File: src/rtl/can_filt_pkg.sv
// Package: shared widths, field positions and types for the receive
// identifier acceptance filter. Assumes the 32-bit filter word and the
// left-aligned 29-bit identifier convention described in the brief.
package can_filt_pkg;
    localparam int WORD_W = 32;
    localparam int ID_W   = 29;
    localparam int STD_W  = 11;
    localparam int HALF_W = 16;
    localparam int PID_W  = 14;
    localparam int PFX_W  = 8;

    // Bit positions inside a full-ID word
    localparam int FULL_RTR_BIT = 31;
    localparam int FULL_IDE_BIT = 30;

    // Bit positions inside a 16-bit half
    localparam int HALF_RTR_BIT = 15;
    localparam int HALF_IDE_BIT = 14;

    typedef logic [WORD_W-1:0] filt_word_t;
    typedef logic [HALF_W-1:0] filt_half_t;
    typedef logic [ID_W-1:0]   frame_id_t;

    typedef enum logic [1:0] {
        FMT_ONE  = 2'b00,
        FMT_TWO  = 2'b01,
        FMT_FOUR = 2'b10,
        FMT_NONE = 2'b11
    } filt_fmt_e;
endpackage

File: src/rtl/can_filt_table.sv
// Module: filter word storage. Holds NUM_ELEM filter words and writes one
// per cycle from the write port. Assumes writes are meaningful only while
// freeze is high; all other writes are dropped. Out-of-range addresses are
// dropped too.
module can_filt_table
    import can_filt_pkg::*;
#(
    parameter int NUM_ELEM = 8,
    localparam int ADDR_W  = (NUM_ELEM > 1) ? $clog2(NUM_ELEM) : 1
) (
    input  logic                      clk,
    input  logic                      rst_n,
    input  logic                      freeze,
    input  logic                      wr_en,
    input  logic [ADDR_W-1:0]         wr_addr,
    input  filt_word_t                wr_data,
    output filt_word_t [NUM_ELEM-1:0] tbl
);

    logic wr_ok;

    // Qualify the write with freeze and the address range
    always_comb begin
        wr_ok = wr_en && freeze && (32'(wr_addr) < NUM_ELEM);
    end

    for (genvar e = 0; e < NUM_ELEM; e++) begin : g_word
        // Word storage: clear on reset, load on a qualified write
        always_ff @(posedge clk) begin
            if (!rst_n) begin
                tbl[e] <= '0;
            end else if (wr_ok && (32'(wr_addr) == e)) begin
                tbl[e] <= wr_data;
            end
        end
    end

endmodule

File: src/rtl/can_filt_elem_match.sv
// Module: match logic for one filter word, evaluated in all three formats at
// once. The top selects which result set is used. Assumes standard IDs
// are left-aligned in frame_id[28:18].
module can_filt_elem_match
    import can_filt_pkg::*;
(
    input  filt_word_t word,
    input  frame_id_t  frame_id,
    input  logic       frame_ide,
    input  logic       frame_rtr,
    output logic       hit_one,
    output logic [1:0] hit_two,
    output logic [3:0] hit_four
);

    localparam int STD_LSB = ID_W - STD_W;
    localparam int PID_LSB = ID_W - PID_W;
    localparam int PFX_LSB = ID_W - PFX_W;

    logic one_qual;
    logic one_idm;

    // Full-ID format: qualifiers must agree, then compare 11 or 29 bits
    always_comb begin
        one_qual = (word[FULL_RTR_BIT] == frame_rtr) &&
                   (word[FULL_IDE_BIT] == frame_ide);
        if (frame_ide) begin
            one_idm = (word[ID_W-1:0] == frame_id);
        end else begin
            one_idm = (word[ID_W-1:STD_LSB] == frame_id[ID_W-1:STD_LSB]);
        end
        hit_one = one_qual && one_idm;
    end

    for (genvar s = 0; s < 2; s++) begin : g_half
        localparam int HI = WORD_W - 1 - s * HALF_W;
        filt_half_t half;
        logic       h_qual;
        logic       h_idm;

        // Half-ID format: pick half s, check qualifiers, compare prefix
        always_comb begin
            half   = word[HI -: HALF_W];
            h_qual = (half[HALF_RTR_BIT] == frame_rtr) &&
                     (half[HALF_IDE_BIT] == frame_ide);
            if (frame_ide) begin
                h_idm = (half[PID_W-1:0] == frame_id[ID_W-1:PID_LSB]);
            end else begin
                h_idm = (half[PID_W-1:PID_W-STD_W] == frame_id[ID_W-1:STD_LSB]);
            end
            hit_two[s] = h_qual && h_idm;
        end
    end

    for (genvar s = 0; s < 4; s++) begin : g_byte
        localparam int HI = WORD_W - 1 - s * PFX_W;

        // Prefix format: byte s against the top 8 ID bits, any frame type
        always_comb begin
            hit_four[s] = (word[HI -: PFX_W] == frame_id[ID_W-1:PFX_LSB]);
        end
    end

endmodule

File: src/rtl/can_filt_prio.sv
// Module: lowest-index-first priority encoder. Reports whether any bit is
// set and the position of the lowest set bit. Assumes W >= 2.
module can_filt_prio #(
    parameter int W = 32,
    localparam int IDX_W = $clog2(W)
) (
    input  logic [W-1:0]     vec,
    output logic             any,
    output logic [IDX_W-1:0] idx
);

    // Scan from the top down so the lowest set bit is the last assignment
    always_comb begin
        any = |vec;
        idx = '0;
        for (int i = W - 1; i >= 0; i--) begin
            if (vec[i]) begin
                idx = IDX_W'(i);
            end
        end
    end

endmodule

File: src/rtl/can_rx_id_filter.sv
// Module: receive identifier acceptance filter top. Compares a strobed
// frame against the filter table in the selected format and registers the
// accept flag and lowest matching sub-entry index one cycle later.
// Assumes frame_vld is a single-cycle strobe and the table is loaded
// under freeze.
module can_rx_id_filter
    import can_filt_pkg::*;
#(
    parameter int NUM_ELEM = 8,
    localparam int ADDR_W  = (NUM_ELEM > 1) ? $clog2(NUM_ELEM) : 1,
    localparam int NUM_SUB = NUM_ELEM * 4,
    localparam int IDX_W   = $clog2(NUM_SUB)
) (
    input  logic              clk,
    input  logic              rst_n,
    input  logic              freeze,
    input  logic              wr_en,
    input  logic [ADDR_W-1:0] wr_addr,
    input  logic [31:0]       wr_data,
    input  logic [1:0]        fmt_sel,
    input  logic              frame_vld,
    input  logic [28:0]       frame_id,
    input  logic              frame_ide,
    input  logic              frame_rtr,
    output logic              acc_hit,
    output logic [IDX_W-1:0]  acc_idx
);

    filt_word_t [NUM_ELEM-1:0] filt_tbl;
    logic [NUM_ELEM-1:0]       one_hit;
    logic [2*NUM_ELEM-1:0]     two_hit;
    logic [NUM_SUB-1:0]        four_hit;
    logic [NUM_SUB-1:0]        sel_hit;
    logic                      any_hit;
    logic [IDX_W-1:0]          first_idx;
    filt_fmt_e                 fmt;

    can_filt_table #(.NUM_ELEM(NUM_ELEM)) i_table (
        .clk     (clk),
        .rst_n   (rst_n),
        .freeze  (freeze),
        .wr_en   (wr_en),
        .wr_addr (wr_addr),
        .wr_data (wr_data),
        .tbl     (filt_tbl)
    );

    for (genvar e = 0; e < NUM_ELEM; e++) begin : g_elem
        can_filt_elem_match i_match (
            .word      (filt_tbl[e]),
            .frame_id  (frame_id),
            .frame_ide (frame_ide),
            .frame_rtr (frame_rtr),
            .hit_one   (one_hit[e]),
            .hit_two   (two_hit[2*e +: 2]),
            .hit_four  (four_hit[4*e +: 4])
        );
    end

    // Choose the hit vector of the active format, numbered as sub-entries
    always_comb begin
        fmt = filt_fmt_e'(fmt_sel);
        unique case (fmt)
            FMT_ONE:  sel_hit = NUM_SUB'(one_hit);
            FMT_TWO:  sel_hit = NUM_SUB'(two_hit);
            FMT_FOUR: sel_hit = four_hit;
            default:  sel_hit = '0;
        endcase
    end

    can_filt_prio #(.W(NUM_SUB)) i_prio (
        .vec (sel_hit),
        .any (any_hit),
        .idx (first_idx)
    );

    // Result register: a pulse one cycle after the strobe, zero otherwise
    always_ff @(posedge clk) begin
        if (!rst_n) begin
            acc_hit <= 1'b0;
            acc_idx <= '0;
        end else begin
            acc_hit <= frame_vld && any_hit;
            acc_idx <= (frame_vld && any_hit) ? first_idx : '0;
        end
    end

endmodule

File: config.mk
export PLATFORM = sky130hd
export DESIGN_NAME = can_rx_id_filter
export DESIGN_NICKNAME = d
export VERILOG_FILES = /design/src/rtl/can_filt_pkg.sv /design/src/rtl/can_filt_table.sv /design/src/rtl/can_filt_elem_match.sv /design/src/rtl/can_filt_prio.sv /design/src/rtl/can_rx_id_filter.sv
export SDC_FILE = /design/constraint.sdc
export NUM_CORES = 1
export LEC_CHECK = 0
export BUFFER_PORTS_ARGS = -buffer_cell sky130_fd_sc_hd__buf_2
export CORE_MARGIN = 2
export CORE_UTILIZATION = 40
export CTS_BUF_LIST = sky130_fd_sc_hd__clkbuf_2 sky130_fd_sc_hd__clkbuf_4 sky130_fd_sc_hd__clkbuf_8
export CTS_CLUSTER_SIZE = 30
export DETAILED_ROUTE_END_ITERATION = 10
export GPL_ROUTABILITY_DRIVEN = 0
export HOLD_SLACK_MARGIN = 0.1
export PLACE_DENSITY = 0.67
export SYNTH_ARGS = -nofsm -noshare
export SYNTH_HDL_FRONTEND = slang
export SYNTH_HIERARCHICAL = 1
export SYNTH_SLANG_ARGS = --single-unit
File: constraint.sdc
create_clock -name clk -period 2.7 [get_ports clk]
set_input_delay 0.54 -clock clk [delete_from_list [all_inputs] [get_ports clk]]
set_output_delay 0.54 -clock clk [all_outputs]
set_load 0.005 [all_outputs]
==> Word-level counts from Yosys, hierarchy flattened <==
Cells that the tools add are included.
{ "op_classes": {"n_eq_ne": 121, "n_mux": 56, "n_bitwise": 2, "n_reduce_logical": 58} }
{ "ops": {"columns": ["operator", "n"], "rows": [
  ["== test 11 bit", 24],
  ["== test 8 bit", 32],
  ["== test 29 bit", 8],
  ["== test 14 bit", 16],
  ["case mux 32 bit (3 select lines)", 1],
  ["two-way mux 5 bit", 16],
  ["logical AND 1 bit", 50],
  ["== test 1 bit", 32],
  ["two-way mux 4 bit", 8],
  ["OR reduction 32 bit", 1],
  ["two-way mux 1 bit", 25],
  ["OR reduction 18 bit", 1],
  ["== test 3 bit (second input constant)", 4],
  ["two-way mux 3 bit", 4],
  ["OR reduction 10 bit", 1],
  ["== test 3 x 2 -> 1 bit (second input constant)", 2],
  ["OR reduction 6 bit", 1],
  ["two-way mux 2 bit", 2],
  ["OR reduction 4 bit", 1],
  ["== test 3 x 1 -> 1 bit (second input constant)", 1],
  ["logical NOT 3 bit", 1],
  ["OR reduction 3 bit", 1],
  ["== test 2 x 1 -> 1 bit (second input constant)", 1],
  ["== test 2 bit (second input constant)", 1],
  ["other kinds (2)", 3]
]} }
{ "word_totals": {"regBits": 262, "in_bits": 73, "out_inout_bits": 6, "elab_cells": 251} }

==> Longest topological paths before layout <==
Gate-level depths: netlist of the first run.
{ "depth": {"word_depth": 35, "mapped_depth": 13, "ltp_nobuf": 13} }

==> Hierarchy <==
Netlist of the first run, hierarchy kept.
{ "by_module_without_submodules": {"columns": ["module", "instances", "cells_each", "area_each_um2", "seq_area_each_um2"], "rows": [
  ["can_filt_table", 1, 871, 9167.5, 5124.9],
  ["can_filt_elem_match", 8, 137, 1107.3, 0.0],
  ["can_rx_id_filter", 1, 60, 573.0, 120.1],
  ["can_filt_prio", 1, 65, 385.4, 0.0]
]} }

==> Worst setup path before layout of the first run <==
OpenSTA, ideal clock, no wires.
{ "synth_path": {"path_kind": "input port to flip-flop", "from": "input port frame_id[22]", "to": "register acc_idx[1]", "setup_ns": 0.059, "arrival_ns": 2.484, "path_slack_ns": 0.157, "cell_stages": 12, "path_buffers": 1, "cell_sequence": "buf_6 xor2_1 nor4_1 nand4_1 a21oi_1 mux2i_1 o2bb2ai_1 o31ai_1 or4_1 nor3_2 a21o_1 and2_1"} }
{ "synth_via": {"elab_cells_between_ends": 163, "classes_between": "eq/ne: 80; mux: 55; bitwise: 1; reduce/logical: 27"} }
{ "synth_rtl": {"columns": ["element", "line_no", "source"], "rows": [
  ["start: declaration", "can_rx_id_filter.sv:22", "input logic [28:0] frame_id,"],
  ["== test 29 bit or == test 11 bit (tied branches)", "can_filt_elem_match.sv:28, can_filt_elem_match.sv:30", null],
  ["two-way mux 1 bit (*)", "can_filt_elem_match.sv:27", "if (frame_ide) begin"],
  ["logical AND 1 bit (*)", "can_filt_elem_match.sv:32", "hit_one = one_qual && one_idm;"],
  ["net one_hit[2]", "can_rx_id_filter.sv:30", "logic [NUM_ELEM-1:0] one_hit;"],
  ["case mux 32 bit (3 select lines) (*)", "can_rx_id_filter.sv:63", "unique case (fmt)"],
  ["net sel_hit[2]", "can_rx_id_filter.sv:33", "logic [NUM_SUB-1:0] sel_hit;"],
  ["OR reduction 32 bit", "can_filt_prio.sv:14", "any = |vec;"],
  ["logical AND 1 bit", "can_rx_id_filter.sv:84", "acc_idx <= (frame_vld && any_hit) ? first_idx : '0;"],
  ["inverter 1 bit (no line)", null, null],
  ["OR reduction 4 bit (no line)", null, null],
  ["end signal: assignment", "can_rx_id_filter.sv:84", null],
  ["end: declaration", "can_rx_id_filter.sv:26", "output logic [IDX_W-1:0] acc_idx"]
]} }
Mark *: on every way through the listed nets, which the timed path passes. The rest lies on a longest branch.
A chain may end at the register's enable or synchronous reset.

==> Final worst setup path of the first run <==
{ "layout_path": {"from": "register i_table/tbl[216] (netlist bit)", "to": "register acc_idx[0]"} }
{ "layout_via": {"elab_cells_between_ends": 38, "classes_between": "eq/ne: 5; mux: 27; bitwise: 1; reduce/logical: 5"} }
{ "layout_rtl": {"columns": ["element", "line_no", "source"], "rows": [
  ["start: declaration", "can_filt_table.sv:17", "output filt_word_t [NUM_ELEM-1:0] tbl"],
  ["start signal: indexed assignment", "can_filt_table.sv:33", "tbl[e] <= wr_data;"],
  ["== test 29 bit or == test 11 bit (tied branches)", "can_filt_elem_match.sv:28, can_filt_elem_match.sv:30", null],
  ["two-way mux 1 bit (*)", "can_filt_elem_match.sv:27", null],
  ["logical AND 1 bit (*)", "can_filt_elem_match.sv:32", null],
  ["net one_hit[6]", "can_rx_id_filter.sv:30", null],
  ["case mux 32 bit (3 select lines) (*)", "can_rx_id_filter.sv:63", null],
  ["net sel_hit[6]", "can_rx_id_filter.sv:33", null],
  ["two-way mux 3 bit (3 in a row)", "can_filt_prio.sv:17", "if (vec[i]) begin"],
  ["two-way mux 2 bit (2 in a row)", "can_filt_prio.sv:17", null],
  ["two-way mux 1 bit", "can_filt_prio.sv:17", null]
]} }
Marks and branches as above.

==> results of run 1 <==
==> kinds of logic after synthesis <==
logic type             Yosys count  share of synthesized area, %
flip-flops                     262                          27.6
XOR/XNOR                       744                          34.3
AO/OA/AOI/OAI                   62                          2.16
AND/OR/NAND/NOR                626                          16.2
buffers and inverters          134                          5.77
multiplexers                   264                          13.9
==> power by group <==
part / internal [W] / total (W) / switching, W
Combinational: 0.000757 / 0.00176 / 0.00100
Sequential: 0.00392 / 0.00399 / 0.0000693
Clock: 0.00235 / 0.00414 / 0.00180
Total: 0.00702 / 0.00989 / 0.00287
==> final timing paths <==
kind	cells after the start	slack (ns)	end	from
hold reg to reg	2	0.50	i_table/tbl[222]	i_table/tbl[222]
setup reg to reg	13	-0.03	acc_idx[0]	i_table/tbl[216]
hold / removal	2	0.37	acc_hit	frame_vld
setup / recovery	13	-0.03	acc_idx[0]	i_table/tbl[216]
==> layer usage <==
layer  vias up  wire length [µm]  GRT usage (%)
li1       7668                 -              -
met1      8045             27200           33.4
met2       825             30400           42.5
met3       220              5600           5.18
met4         4              3150           11.9
met5         -                22              0
==> registers in the layout (all words and copies together), names as in the netlist <==
| signal | flops |
|---|---|
| acc_hit | 1 |
| acc_idx | 5 |
| i_table/tbl | 256 |
==> cell type report <==
class,count,area (µm²)
Sequential cell,262,5270
Clock buffer,72,916
Inverter,6,22.5
Clock inverter,12,110
Tap cell,607,759
Antenna cell,4,10.0
Multi-Input combinational cell,1696,12900
Timing Repair Buffer,390,3040
Fill cell,4295,23600
==> timing repair <==
item,in CTS,in global routing
resized for setup,7,47
pin swaps,1,28
setup endpoints to repair,5,6
cloned,0,0
hold buffers,0,0
setup buffers,0,4
==> stage by stage <==
step,util [%],setup TNS [ns],power [W],setup WS [ns]
floorplan,-,0,0.00508,0.157
global placement,46.6,-3.11,0.00574,-0.697
detailed placement,46.6,-3.37,0.00576,-0.657
CTS,48.8,-0.0179,0.00989,-0.0179
global route,49.3,-0.607,0.0102,-0.173
finish,49.3,-0.124,0.00989,-0.0332
==> cells in the final DEF (no fill, tap or decap), types with 8 or more instances in the layout <==
cell,synthesis,final
nor4_2,8,15
a21oi_1,31,27
nor2_1,56,50
dfxtp_2,0,14
clkbuf_4,0,12
nor3_1,29,25
and2_1,22,21
xor2_1,280,280
xnor2_2,0,12
a22o_1,8,8
nand2_1,292,292
mux2i_1,264,264
nor4_1,55,48
clkbuf_8,0,61
xnor2_1,464,452
buf_2,12,69
nand4_1,129,129
dfxtp_1,262,246
buf_12,0,22
buf_4,18,298
clkinv_2,0,10
nand3_1,18,18
==> metrics.json, run 1 <==
{
  "outcome": {
    "outcome": "finished, violations left",
    "failed_checks": "negative setup slack"
  },
  "min_path": {
    "hp-class": "input port to flop"
  },
  "global_routing": {
    "grtUsageTotal_pct": 26.1,
    "vias_in_the_first_global_route": 16413,
    "grt_antenna_before_repair": 7,
    "grt_start_max_net_pins": 74,
    "grt_overflow": 0,
    "grt_first_pass_wirelength_um": 100000
  },
  "clock_network": {
    "tritoncts": "done",
    "max_clock_buf_depth": 3,
    "root_buffer": "clkbuf_8",
    "cts-buffers-inserted": 48,
    "cts.sink_count": 262,
    "clock_slew_at_reported_path_ffs_ns": 0.06,
    "ctsHtreeMaxLevel": 2,
    "clock_insertion_delay_worst_skew_ns": 0.61
  },
  "sta": {
    "rsz0062_at_grt": "yes",
    "hold_ws_ns": 0.370,
    "fin_crit_sh_pct": 101,
    "final_period_minus_worst_setup_slack_ns": 2.73,
    "clock_skew_ns": 0.0358,
    "worst_slew_pin_slew_ns": 0.659,
    "setup_slack_ns": -0.0332,
    "timing.final.setup_violations": 5,
    "hold_viol": 0,
    "number_of_pins_exceeding_their_max_slew_limit_in_the_final_report": 0,
    "fmaxAchievable_mhz": 366,
    "timing.max_slew.rel_slack_pct": 56.0
  },
  "layout": {
    "share_of_post_route_cells_with_drive_strength_above_1_pct": 22.4,
    "nets": 2477,
    "final_cell_count_no_fill": 3049,
    "finalInstanceArea_um2": 23000,
    "p_r_area_growth_vs_syn_pct": 21.3
  },
  "routing": {
    "drt-pass1-iter-count": 5,
    "postRouteWirelength_um": 66400,
    "detail_route.vias_per_cell": 5.50,
    "drtAntennaViolNets": 0,
    "average_detailed_routed_wire_length_per_instance_um": 21.8,
    "vias": 16762,
    "drtIter0Drc": 1724,
    "drt_drc": 0
  },
  "critical_path": {
    "critical_path_required_ns": 3.26,
    "worstPathArrival_ns": 3.29,
    "path_buf_inv": 2,
    "timing.critical_path.mode_cell": "buf_4",
    "path_cells": "xor2_1 > nor3_2 > nand4_1 > a21oi_2 > mux2i_1 > o2bb2ai_1 > buf_4 > nor3_1 > o21a_1 > buf_4 > o2111ai_1 > a221oi_1 > and2_1",
    "crit_path_start_kind": "flop",
    "critPathMaxStageDelay_ns": 0.42,
    "largest_fanout_of_any_net_on_the_critical_path": 4,
    "worst_path_max_delay_cell": "dfxtp_1",
    "timing.critical_path.to_type": "flop",
    "worst_path_dominant_cell_family": "compound AO/OA/AOI/OAI gates",
    "crit_path_kind": "flop to flop"
  },
  "synth": {
    "library_cell_with_the_largest_summed_area_after_synthesis": "dfxtp_1",
    "synth_cell_types": 41,
    "yosys_most_used_dff": "dfxtp_1",
    "yosysWarnings": 6,
    "yosysSeqAreaShare_pct": 27.6,
    "syn_avg_cell_area_um2": 9.07,
    "yosys.area.top_type_share_pct": 27.6,
    "syn-num-nets": 2165,
    "syn_area_um2": 19000,
    "synth.top_cells.by_count": "xnor2_1 (464), nand2_1 (292), xor2_1 (280), mux2i_1 (264), dfxtp_1 (262)",
    "ys_top_cells_by_area": "dfxtp_1 (28%), xnor2_1 (21%), mux2i_1 (14%)",
    "most_instantiated_library_cell_after_synthesis": "xnor2_1",
    "syn-instance-count": 2092,
    "asyncSetResetFlopFracSynth_pct": 0,
    "synth-seq-cells": 262,
    "synth_edf_count": 0
  },
  "floorplan": {
    "die_x_um": 222,
    "core.rowCount": 79,
    "die_area_um2": 49200,
    "chipHeight_um": 222,
    "initial_core_util_pct": 40.7,
    "core_region_area_um2": 46700,
    "boundaryPins": 79
  },
  "place": {
    "dp.final_hpwl_um": 50500,
    "io_buffer_count": 78,
    "dp_cells": 2957,
    "detailed_place.area_um2": 21700
  },
  "power_and_ir_drop": {
    "power_density_nw_per_um2": 430,
    "leakagePower_nw": 8.96,
    "vdd_ir_drop_max_v": 0.000335
  },
  "flow_run": {
    "drv.max_cap_violation_count": 0
  }
}
(Power assumes the default switching activity.)
==> run 2: changes to the inputs <==
- CORE_MARGIN: 2 -> not set
- CORE_UTILIZATION: 40 -> 25
- PLACE_DENSITY: 0.67 -> 0.5
==> metrics.json, run 2 (same netlist as run 1, synthesis figures left out) <==
{
  "outcome": {
    "outcome": "finished, violations left",
    "failed_checks": "negative setup slack"
  },
  "critical_path": {
    "timing.critical_path.to_type": "flop",
    "critical_path.reg2reg.endpoint": "acc_idx[0]",
    "critical_path_required_ns": 3.31,
    "reg2reg_depth": 13,
    "worstPathArrival_ns": 3.34,
    "worst-r2r-setup-slack_ns": -0.04,
    "crit_path_kind": "flop to flop",
    "crit_path_start_kind": "flop",
    "largest_fanout_of_any_net_on_the_critical_path": 4,
    "crit-reg2reg-launch": "i_table/tbl[227]"
  },
  "routing": {
    "postRouteWirelength_um": 72800,
    "average_detailed_routed_wire_length_per_instance_um": 21.0,
    "drtIter0Drc": 1160,
    "detail_route.vias_per_cell": 4.73,
    "drtAntennaViolNets": 0,
    "vias": 16445,
    "drt_drc": 0,
    "drt-pass1-iter-count": 5
  },
  "sta": {
    "setup_slack_ns": -0.0353,
    "number_of_pins_exceeding_their_max_slew_limit_in_the_final_report": 0,
    "hold_viol": 0,
    "rsz0062_at_grt": "yes",
    "timing.final.setup_violations": 1,
    "fmaxAchievable_mhz": 366,
    "final_period_minus_worst_setup_slack_ns": 2.74,
    "totalNegativeSetupSlack_ns": -0.0353,
    "clock_skew_ns": 0.0310,
    "fin_crit_sh_pct": 101,
    "timing.max_slew.rel_slack_pct": 54.3,
    "worst_slew_pin_slew_ns": 0.686
  },
  "place": {
    "io_buffer_count": 78,
    "dp.final_hpwl_um": 56200,
    "detailed_place.area_um2": 22900
  },
  "global_routing": {
    "vias_in_the_first_global_route": 16439,
    "grt_overflow": 0,
    "grt_antenna_before_repair": 2,
    "grt_start_max_net_pins": 82,
    "grtUsageTotal_pct": 18.3,
    "grt_first_pass_wirelength_um": 107000
  },
  "floorplan": {
    "core_region_area_um2": 74800,
    "chipHeight_um": 278,
    "initial_core_util_pct": 25.4,
    "core.rowCount": 100,
    "die_x_um": 278,
    "boundaryPins": 79,
    "die_area_um2": 77000
  },
  "min_path": {
    "hp-class": "input port to flop",
    "min-delay-start": "rst_n",
    "hold-path-cell-count": 3,
    "worstHoldEndpoint": "i_table/tbl[52]"
  },
  "layout": {
    "layout_common_cells": "xnor2_1 (459), buf_4 (334), nand2_1 (292)",
    "p_r_area_growth_vs_syn_pct": 27.6,
    "share_of_post_route_cells_with_drive_strength_above_1_pct": 23.7,
    "final_common_cell": "xnor2_1",
    "nets": 2537,
    "finalInstanceArea_um2": 24200,
    "utilization_pct": 32.4,
    "largest_register_ffs": 256,
    "largest_registers": "i_table/tbl x256, acc_idx x5, acc_hit x1",
    "largest-register": "i_table/tbl"
  },
  "power_and_ir_drop": {
    "switching_share_pct": 29.2,
    "vdd_ir_drop_max_v": 0.000280,
    "comb_power_share_pct": 17.8,
    "leakagePower_nw": 9.37,
    "register_share_of_total_power_pct": 38.4,
    "power.internal_w": 0.00734,
    "total_switching_power_w": 0.00302,
    "power_density_nw_per_um2": 428,
    "clock_power_share_pct": 43.8
  },
  "clock_network": {
    "clock_insertion_delay_worst_skew_ns": 0.66,
    "cts-buffers-inserted": 52,
    "cts.sink_count": 262,
    "root_buffer": "clkbuf_8",
    "ctsHtreeMaxLevel": 2,
    "clock_slew_at_reported_path_ffs_ns": 0.06,
    "tritoncts": "done",
    "max_clock_buf_depth": 3
  },
  "flow_run": {
    "drv.max_cap_violation_count": 0
  }
}
run 2: cell types whose count changed in the layout (fill, tap and decap cells not counted), moves of 8 or more:
cell      change
buf_4        +36
buf_12       +20
dfxtp_1      +10
dfxtp_2       -9
clkbuf_4      +8
run 2: how the worst max path moves through the flow:
| stage | startpoint | end | slack [ns] | cells past startpoint |
|---|---|---|---|---|
| 2_1_floorplan | frame_id[22] | acc_idx[1] | 0.16 | 12 |
| 3_3_place_gp | frame_id[24] | acc_idx[0] | -0.63 | 15 |
| 3_5_place_dp | frame_id[24] | acc_idx[1] | -0.61 | 13 |
| 4_1_cts | i_table/tbl[169] | acc_idx[4] | 0.01 | 13 |
| 5_1_grt | i_table/tbl[165] | acc_idx[0] | -0.20 | 13 |
| 6_report | i_table/tbl[227] | acc_idx[0] | -0.04 | 13 |
run 2: timing repair:
item | CTS | global route
gates cloned | 0 | 0
pin swaps | 0 | 8
buffers inserted | 0 | 1
endpoints found under the setup margin | 3 | 6
resized for setup | 4 | 34
hold buffers | 0 | 0
run 2: layer usage:
metal	track usage (%)	wire (µm)
met1	23.8	32500
met3	2.20	3300
met4	5.61	1890
met2	31.5	35100
met5	0	0
run 2: power groups by stage:
| stage | Clock (W) | Combinational (W) | Sequential [W] |
|---|---|---|---|
| 2_1_floorplan | 0 | 0.00102 | 0.00406 |
| 3_3_place_gp | 0 | 0.00181 | 0.00406 |
| 3_5_place_dp | 0 | 0.00182 | 0.00406 |
| 4_1_cts | 0.00465 | 0.00183 | 0.00398 |
| 5_1_grt | 0.00483 | 0.00194 | 0.00398 |
| 6_report | 0.00454 | 0.00185 | 0.00398 |
run 2: critical path: stages, from the launching register on:
cell       delay, ns
dfxtp_1         0.36
buf_4           0.16
xnor2_1         0.19
nand4_1         0.15
nor3_1          0.26
nand4_1         0.14
a21oi_1         0.33
mux2i_1         0.12
o2bb2ai_1       0.31
a21oi_1         0.12
nor2_1          0.11
a2111oi_1       0.05
a221oi_1        0.25
and2_1          0.16
run 2: cell type report:
type | instances | area [µm²]
fill | 7787 | 50600
antenna | 2 | 5.00
multi-input combinational | 1696 | 12900
sequential | 262 | 5260
inverter | 6 | 22.5
tap | 969 | 1210
clock buffer | 82 | 1000
timing repair buffer | 446 | 3710
clock inverter | 11 | 135
run 2: metrics by stage:
step / hold slack, ns / total power, W / setup slack (ns) / cells
after floorplan: 0.471 / 0.00508 / 0.157 / 2092
after global placement: 0.484 / 0.00587 / -0.627 / 3378
after detailed placement: 0.495 / 0.00588 / -0.614 / 3378
after CTS: 0.270 / 0.0105 / 0.0135 / 3471
after global routing: 0.315 / 0.0108 / -0.199 / 3472
final: 0.323 / 0.0104 / -0.0353 / 3474
==> run 3: changes to the inputs <==
- CAP_MARGIN: not set -> 10
- MAX_ROUTING_LAYER: not set -> met4
- SYNTH_HIERARCHICAL: 1 -> not set
==> metrics.json, run 3 <==
{
  "clock_network": {
    "cts-buffers-inserted": 50,
    "clock_insertion_delay_worst_skew_ns": 0.67,
    "holdBufCountCts": 0,
    "max_clock_buf_depth": 3,
    "root_buffer": "clkbuf_8",
    "cts.sink_count": 262,
    "cts.repair_timing.setup_buffer_count": 0,
    "clock_slew_at_reported_path_ffs_ns": 0.06,
    "ctsHtreeMaxLevel": 2,
    "tritoncts": "done"
  },
  "routing": {
    "drt-pass1-iter-count": 5,
    "drtAntennaViolNets": 0,
    "detail_route.vias_per_cell": 4.76,
    "drtIter0Drc": 1518,
    "vias": 17731,
    "postRouteWirelength_um": 80700,
    "drt_drc": 0,
    "average_detailed_routed_wire_length_per_instance_um": 21.6
  },
  "layout": {
    "share_of_post_route_cells_with_drive_strength_above_1_pct": 20.1,
    "largest_register_ffs": 256,
    "final_common_cell": "nand2_1",
    "largest_registers": "i_table.tbl x256, acc_idx x5, acc_hit x1",
    "nets": 2740,
    "final_cell_count_no_fill": 3727,
    "num_antenna_cells": 0,
    "n_fill_cell": 8188,
    "largest-register": "i_table.tbl",
    "finalInstanceArea_um2": 24200,
    "layout_common_cells": "nand2_1 (538), xnor2_1 (433), xor2_1 (306)",
    "p_r_area_growth_vs_syn_pct": 24.9
  },
  "synth": {
    "syn-num-nets": 2473,
    "syn_avg_cell_area_um2": 8.09,
    "ys_top_cells_by_area": "dfxtp_1 (27%), xnor2_1 (20%), xor2_1 (14%)",
    "syn_area_um2": 19400,
    "yosysWarnings": 0,
    "yosysSeqAreaShare_pct": 27.0,
    "asyncSetResetFlopFracSynth_pct": 0,
    "library_cell_with_the_largest_summed_area_after_synthesis": "dfxtp_1",
    "synth_cell_types": 56,
    "syn-instance-count": 2400,
    "synth.top_cells.by_count": "nand2_1 (538), xnor2_1 (433), xor2_1 (308), dfxtp_1 (262), a21boi_0 (258)",
    "yosys_most_used_dff": "dfxtp_1",
    "yosys.area.top_type_share_pct": 27.0,
    "synth-seq-cells": 262,
    "most_instantiated_library_cell_after_synthesis": "nand2_1",
    "synth_edf_count": 0
  },
  "place": {
    "dp_cells": 3645,
    "place_ws_ns": -0.482,
    "dp.final_hpwl_um": 60400,
    "io_buffer_count": 78,
    "detailed_place.area_um2": 23200
  },
  "global_routing": {
    "grt_first_pass_wirelength_um": 119000,
    "vias_in_the_first_global_route": 17284,
    "grt_start_max_net_pins": 257,
    "grtUsageTotal_pct": 21.0,
    "grt_antenna_before_repair": 2,
    "grt_overflow": 0
  },
  "sta": {
    "timing.max_slew.rel_slack_pct": 28.9,
    "setup_slack_ns": 0.0211,
    "hold_viol": 0,
    "number_of_pins_exceeding_their_max_slew_limit_in_the_final_report": 0,
    "hold_ws_ns": 0.266,
    "fmaxAchievable_mhz": 373,
    "clock_skew_ns": 0.0296,
    "final_period_minus_worst_setup_slack_ns": 2.68,
    "worst_slew_pin_slew_ns": 1.07,
    "fin_crit_sh_pct": 99.2,
    "timing.final.setup_violations": 0,
    "rsz0062_at_grt": "no"
  },
  "floorplan": {
    "boundaryPins": 79,
    "core_region_area_um2": 76300,
    "core.rowCount": 101,
    "die_x_um": 281,
    "chipHeight_um": 281,
    "die_area_um2": 78800,
    "initial_core_util_pct": 25.4
  },
  "power_and_ir_drop": {
    "vdd_ir_drop_max_v": 0.000306,
    "leakagePower_nw": 8.90,
    "power_density_nw_per_um2": 415
  },
  "outcome": {
    "outcome": "complete, no violations"
  },
  "critical_path": {
    "crit_path_start_kind": "flop",
    "largest_fanout_of_any_net_on_the_critical_path": 4,
    "timing.critical_path.to_type": "flop",
    "crit_path_kind": "flop to flop",
    "worstPathArrival_ns": 3.20,
    "critical_path_required_ns": 3.22
  },
  "flow_run": {
    "drv.max_cap_violation_count": 0
  },
  "min_path": {
    "hp-class": "input port to flop"
  }
}
run 3: area by class of cell:
class                   instances  area, µm²  share of cell area (%)
multi-input cells            1928      13000                    53.6
flip-flops and latches        262       5250                    21.6
repair buffers                423       3720                    15.3
well taps                    1030       1290                    5.32
clock buffers                  73        930                    3.84
clock inverters                 9       56.3                   0.232
inverters                       2       7.51                  0.0310
run 3: final timing paths:
kind / from / cells after the start / end / slack, ns
min: wr_data[18] / 3 / i_table.tbl[18] / 0.27
min reg2reg: i_table.tbl[221] / 2 / i_table.tbl[221] / 0.51
max reg2reg: i_table.tbl[81] / 10 / acc_idx[2] / 0.02
max: i_table.tbl[81] / 10 / acc_idx[2] / 0.02
run 3: per-stage QoR:
step / power, W / utilization [%] / setup TNS (ns)
after floorplan: 0.00519 / - / 0
after global placement: 0.00601 / 30.4 / -2.45
after detailed placement: 0.00601 / 30.4 / -2.43
after CTS: 0.0101 / 31.7 / 0
after global routing: 0.0104 / 31.8 / 0
final: 0.0101 / 31.8 / 0
run 3: metal layers:
metal  vias up  wire (µm)  global-route usage [%]
met5         -          0                       -
met4         0       2580                    6.59
met3       146       4050                    2.26
met2       582      37100                    33.4
met1      8543      36900                    27.7
li1       8460          -                       -
run 3: kinds of logic after synthesis:
| family | after synthesis | share of synthesized area [%] |
|---|---|---|
| XOR/XNOR | 743 | 33.6 |
| AND/OR/NAND/NOR | 859 | 20.4 |
| flip-flops | 262 | 27.0 |
| buffers and inverters | 210 | 6.54 |
| AO/OA/AOI/OAI | 326 | 12.5 |
run 3: timing repair:
item	in CTS	in global routing
endpoints found under the setup margin	6	6
pin swaps	0	2
gates cloned	0	0
gates resized for setup	4	9
run 3: power breakdown:
group | internal [W] | switching [W] | total, W
Clock | 0.00219 | 0.00191 | 0.00410
Sequential | 0.00392 | 0.0000756 | 0.00399
Combinational | 0.000883 | 0.00108 | 0.00196
Total | 0.00699 | 0.00307 | 0.0101
run 3: worst max-delay path, cell delays in order, from the launching register on:
cell and delay, ns:
dfxtp_1 0.36, xnor2_1 0.37, nand4_1 0.15, nor3_1 0.36, nand4_1 0.17, a2111oi_1 0.55
a311oi_1 0.12, nand2b_1 0.15, buf_4 0.13, nor3_1 0.04, o21a_1 0.14
